<file path="src/rtl/loopback_router.sv">
module loopback_router (
  input  logic       clk,
  input  logic       rst_n,
  input  logic [2:0] mode_i,
  input  logic       lock_i,
  input  logic [3:0] loc_ch_i,
  input  logic [3:0] lnk_rx_i,
  input  logic       rlb_req_rx_i,
  output logic       rxd_o,
  output logic       cts_o,
  output logic       dsr_o,
  output logic       rio_o,
  output logic       cd_n_o,
  output logic [3:0] lnk_tx_o,
  output logic       rlb_req_tx_o
);
  localparam logic [2:0] MODE_LOCAL  = 3'b101;
  localparam logic [2:0] MODE_REMOTE = 3'b110;
  localparam logic [2:0] MODE_RESET  = 3'b111;
  localparam logic [3:0] IDLE_OUT    = 4'b0110;

  logic [2:0] mode_q;
  logic       loc_lb;
  logic       answering;
  logic [3:0] outs;

  always_ff @(posedge clk or negedge rst_n)
    if (!rst_n) mode_q <= MODE_RESET;
    else        mode_q <= mode_i;

  assign loc_lb    = (mode_q == MODE_LOCAL);
  assign answering = !loc_lb && lock_i && rlb_req_rx_i;

  always_comb begin
    if (loc_lb)       outs = loc_ch_i;
    else if (!lock_i) outs = IDLE_OUT;
    else              outs = lnk_rx_i;
  end

  assign {rio_o, dsr_o, cts_o, rxd_o} = outs;
  assign lnk_tx_o     = answering ? lnk_rx_i : loc_ch_i;
  assign rlb_req_tx_o = (mode_q == MODE_REMOTE) && !answering;
  assign cd_n_o       = !lock_i;
endmodule

</file>
<file path="config.mk">
export PLATFORM = sky130hd
export DESIGN_NAME = loopback_router
export DESIGN_NICKNAME = d
export VERILOG_FILES = /design/src/rtl/loopback_router.sv
export SDC_FILE = /design/constraint.sdc
export NUM_CORES = 1
export LEC_CHECK = 0
export BUFFER_PORTS_ARGS = -buffer_cell sky130_fd_sc_hd__buf_2
export CAP_MARGIN = 20
export CORE_AREA = 5 5 42 44
export DETAILED_ROUTE_END_ITERATION = 10
export DIE_AREA = 0 0 47 49
export MAX_ROUTING_LAYER = met4
export PLACE_DENSITY_LB_ADDON = 0.08
export SLEW_MARGIN = 25
export SYNTH_ARGS = -nofsm -noshare
export SYNTH_HDL_FRONTEND = slang
export SYNTH_SLANG_ARGS = --single-unit
</file>
<file path="constraint.sdc">
create_clock -name clk -period 2.27 [get_ports clk]
set_clock_uncertainty 0.05 [all_clocks]
set_input_delay 0.454 -clock clk [delete_from_list [all_inputs] [get_ports clk]]
set_output_delay 0.454 -clock clk [all_outputs]
set_load 0.1 [all_outputs]
</file>
# Word-level counts from Yosys, hierarchy flattened
# Index checks and enable logic that the tools add are counted.
[totals] output_inout_bits=10 in_bits=15 elab_cells=12 ff_bits=3
[op_classes] eq_ne=2 n_mux=3 n_reduce_logical=6
[ops] operator="4-bit 2-to-1 mux" count=3
[ops] operator="3-bit == test, second input constant" count=2
[ops] operator="1-bit logical AND" count=3
[ops] operator="1-bit logical NOT" count=3

# Logic depth before layout (Yosys ltp)
[depth] depth_word=6 mapped_depth=4 ltp_nobuf=3

# Worst setup path before layout
# OpenSTA, ideal clock, no wires.
[synth_timing] kind="reg2out" start="register mode_q[1]" end="output port rio_o" path_buffers=1 setup_slack_ps=-1166 stages_incl_launch_ff=4 required_time_ps=1766 t_arrival_ps=2932 path_cell_list="dfstp_2 > and3b_1 > buf_6 > o21ai_0"
[synth_between] elab_chain_cells=2
[synth_rtl] element="start: declaration" line_no="22" source="logic [2:0] mode_q;"
[synth_rtl] element="start signal: assignment" line_no="29" source="else mode_q <= mode_i;"
[synth_rtl] element="3-bit == test" line_no="31" source="assign loc_lb = (mode_q == MODE_LOCAL);"
[synth_rtl] element="4-bit 2-to-1 mux" line_no="35" source="if (loc_lb) outs = loc_ch_i;"
[synth_rtl] element="end: declaration" line_no="12" source="output logic rio_o,"
# Every way passes these cells.

# Worst setup path in the final report
[layout_timing] start="register mode_q[1]" end="output port lnk_tx_o[2]"
[layout_between] elab_chain_cells=5
[layout_rtl] element="3-bit == test" line_no="31"
[layout_rtl] element="1-bit logical NOT" line_no="32" source="assign answering = !loc_lb && lock_i && rlb_req_rx_i;"
[layout_rtl] element="1-bit logical AND (2 in a row)" line_no="32"
[layout_rtl] element="4-bit 2-to-1 mux" line_no="41" source="assign lnk_tx_o = answering ? lnk_rx_i : loc_ch_i;"
[layout_rtl] element="end: declaration" line_no="14" source="output logic [3:0] lnk_tx_o,"
# Every way passes these cells.

==> flow_summary.toml <==
[outcome]
status = "completed"

[grt]
groute.layer.met3.usage_pct = 1.48
grt_pass1_wl_um = 1240
global_route_met1_usage_pct = 7.69
grt_max_degree = 10
antenna_found_initial = 0
gr-usage-all-layers_pct = 7.15
leftover_overflow_at_the_end_of_global_routing = 0
via_count_of_the_first_global_routing_pass = 305
globalRouteMet2Util_pct = 12.9
global_route.peak_usage_layer = "met2"

[sta]
finalWorstSetupSlack_ns = 0.0684
final_period_minus_worst_setup_slack_ns = 2.20
hold_slack_ns = 0.134
max-slew-margin-rel_pct = 67.6
period_share_pct = 97.0
report.final.setup_viol = 0
grt_setup_unrepaired = "no"
finalSetupTns_ns = 0
max_slew.worst_pin.slew_ns = 0.490
finalHoldViolCount = 0
max_clock_freq_mhz = 454
timing_max_transition_violations_final = 0

[synth]
synthTopCellsByArea = "dfstp_2, mux2_4, nor2_8"
syn_nets = 38
synth-seq-area-share_pct = 31.0
postSynthCellCount = 23
synth_warnings = 0
synth_seq_cells = 3
synth_largest_area_cell = "dfstp_2"
area_of_the_mapped_netlist_um2 = 254
yosys.cell_types.count = 12
yosysTopAreaCellShare_pct = 31.0
avgSynthCellArea_um2 = 11.0

[die]
core_area_um2 = 1400
initial_core_util_pct = 18.1
row_count = 14
top_level_ports = 25
die_area_um2 = 2300
dieWidth_um = 47
dieHeight_um = 49

[placed_design]
detailedPlacementHpwl_um = 672
place.gp.congestion = 0.717
io_buffer_count = 24
number_of_placed_cells_counting_well_taps = 62
place_worst_setup_slack_ns = 0.233

[critical_path]
startpoint_type = "flip-flop"
endpoint_kind = "output port"
required_ns = 1.77
cp_max_fo = 9
critPathArrivalTime_ns = 1.70
setup.worst_path.class = "flip-flop to output port"

[route]
drt_first_iter_violations = 3
drt_pre_antenna_iters = 4
via_per_inst = 4.18
drtAntennaViolNets = 0
via_count = 276
remaining_drc_errors = 0
avgRoutedWirePerCell_um = 11.2
total_wirelength_um = 739

[clock_network]
tritoncts = "done"
cts_root_buf = "clkbuf_4"
cts_hold_buffers = 0
clock_tree.buffer_depth = 2
cts.reportedPaths.clkPinSlew_ns = 0.04
postCtsSetupRepairBufs = 0
clock_tree.htree_level_count = 1
cts.sink_count = 3
cts_made_buffers = 3

[layout]
instances_no_fill = 66
largest_register = "mode_q"
area_growth_pct = 110
utilization_pct = 38.0
largest_register_ff_count = 3
antennaDiodeCount = 0
share_of_post_route_cells_with_drive_strength_above_1_pct = 78.0
final_nets = 66
top_regs = "mode_q x3"
filler_cell_count = 148

[pwr]
switching_share_pct = 43.4
power.share.clock_pct = 26.8
comb_power_share_pct = 55.4
p_switching_w = 0.000146
sequential_power_share_pct = 17.7
internal_power_w = 0.000191
leakage_nw = 0.262
power_per_cell_area_nw_per_um2 = 632
vdd_ir_drop_max_mv = 0.258

[hold_path]
holdCritPathClass = "input pin to asynchronous set/reset pin"

[job]
cap_violations = 0
-- cells by family (layout without fill, tap and decap cells) --
| kind of cell | after synthesis | in the layout | synth area share [%] |
|---|---|---|---|
| flops | 3 | 3 | 31.0 |
| compound gates | 4 | 4 | 10.8 |
| simple gates | 10 | 10 | 28.6 |
| buf+inv | 2 | 29 | 5.91 |
| mux | 4 | 4 | 23.6 |
-- repair_timing --
| action | in CTS | in global routing |
|---|---|---|
| gates resized for setup | 1 | 0 |
| setup endpoints to repair | 4 | 0 |
| hold endpoints to repair | 0 | 0 |
-- stage by stage --
stage               cell area (um2)  total power, W
floorplan                       256        0.000180
detailed placement              505        0.000248
CTS                             533        0.000342
global route                    533        0.000356
finish                          533        0.000337
global placement                505        0.000248
-- synthesized netlist by cell type --
library cell  number
mux2_4             4
nand2_1            4
dfstp_2            3
nand2b_1           2
o21ai_0            2
o31a_1             2
and3b_1            1
and4b_1            1
buf_6              1
inv_1              1
nand2_2            1
nor2_8             1
-- worst paths after layout --
kind / slack [ns] / cells past startpoint / start / end
max in group asynchronous: 2.01 / 1 / rst_n / mode_q[2]
min: 0.13 / 1 / rst_n / mode_q[1]
max: 0.07 / 4 / mode_q[1] / lnk_tx_o[2]
min in group clk: 0.28 / 1 / mode_i[1] / mode_q[1]
-- power groups by stage --
stage	clock network, W	logic, W	registers (W)
after global routing	0.000104	0.000193	0.0000598
after detailed placement	0	0.000187	0.0000603
final	0.0000904	0.000187	0.0000597
after global placement	0	0.000188	0.0000600
after floorplan	0	0.000120	0.0000598
after CTS	0.0000945	0.000188	0.0000597
-- worst max-delay path, cell delays in order (launching register included) --
cell	delay [ns]
dfstp_2	0.51
and3b_2	0.29
nor2_8	0.17
mux2_4	0.33
buf_12	0.17
-- cell usage in the layout (no fill, tap or decap), drive strengths merged --
master and count:
mux2 4, and3b 1, buf 24, and4b 1, o31a 2, nand2b 2, nand2 5, nor2 1
o21ai 2, clkbuf 4, inv 1, dfstp 3
-- cell type report --
type / count / area [um2] / share of cell area [%]
Tap cell: 16 / 20.0 / 3.76
Multi-Input combinational cell: 18 / 164 / 30.8
Sequential cell: 3 / 78.8 / 14.8
Clock buffer: 4 / 26.3 / 4.93
Inverter: 1 / 3.75 / 0.704
Timing Repair Buffer: 24 / 240 / 45.1
-- metal layers --
layer  part of all wire [%]  up-vias
li1                       -      135
met4                      0        0
met1                     29      128
met5                      0        -
met3                     12        0
met2                     59       13
Power figures use the tool's default switching activity.
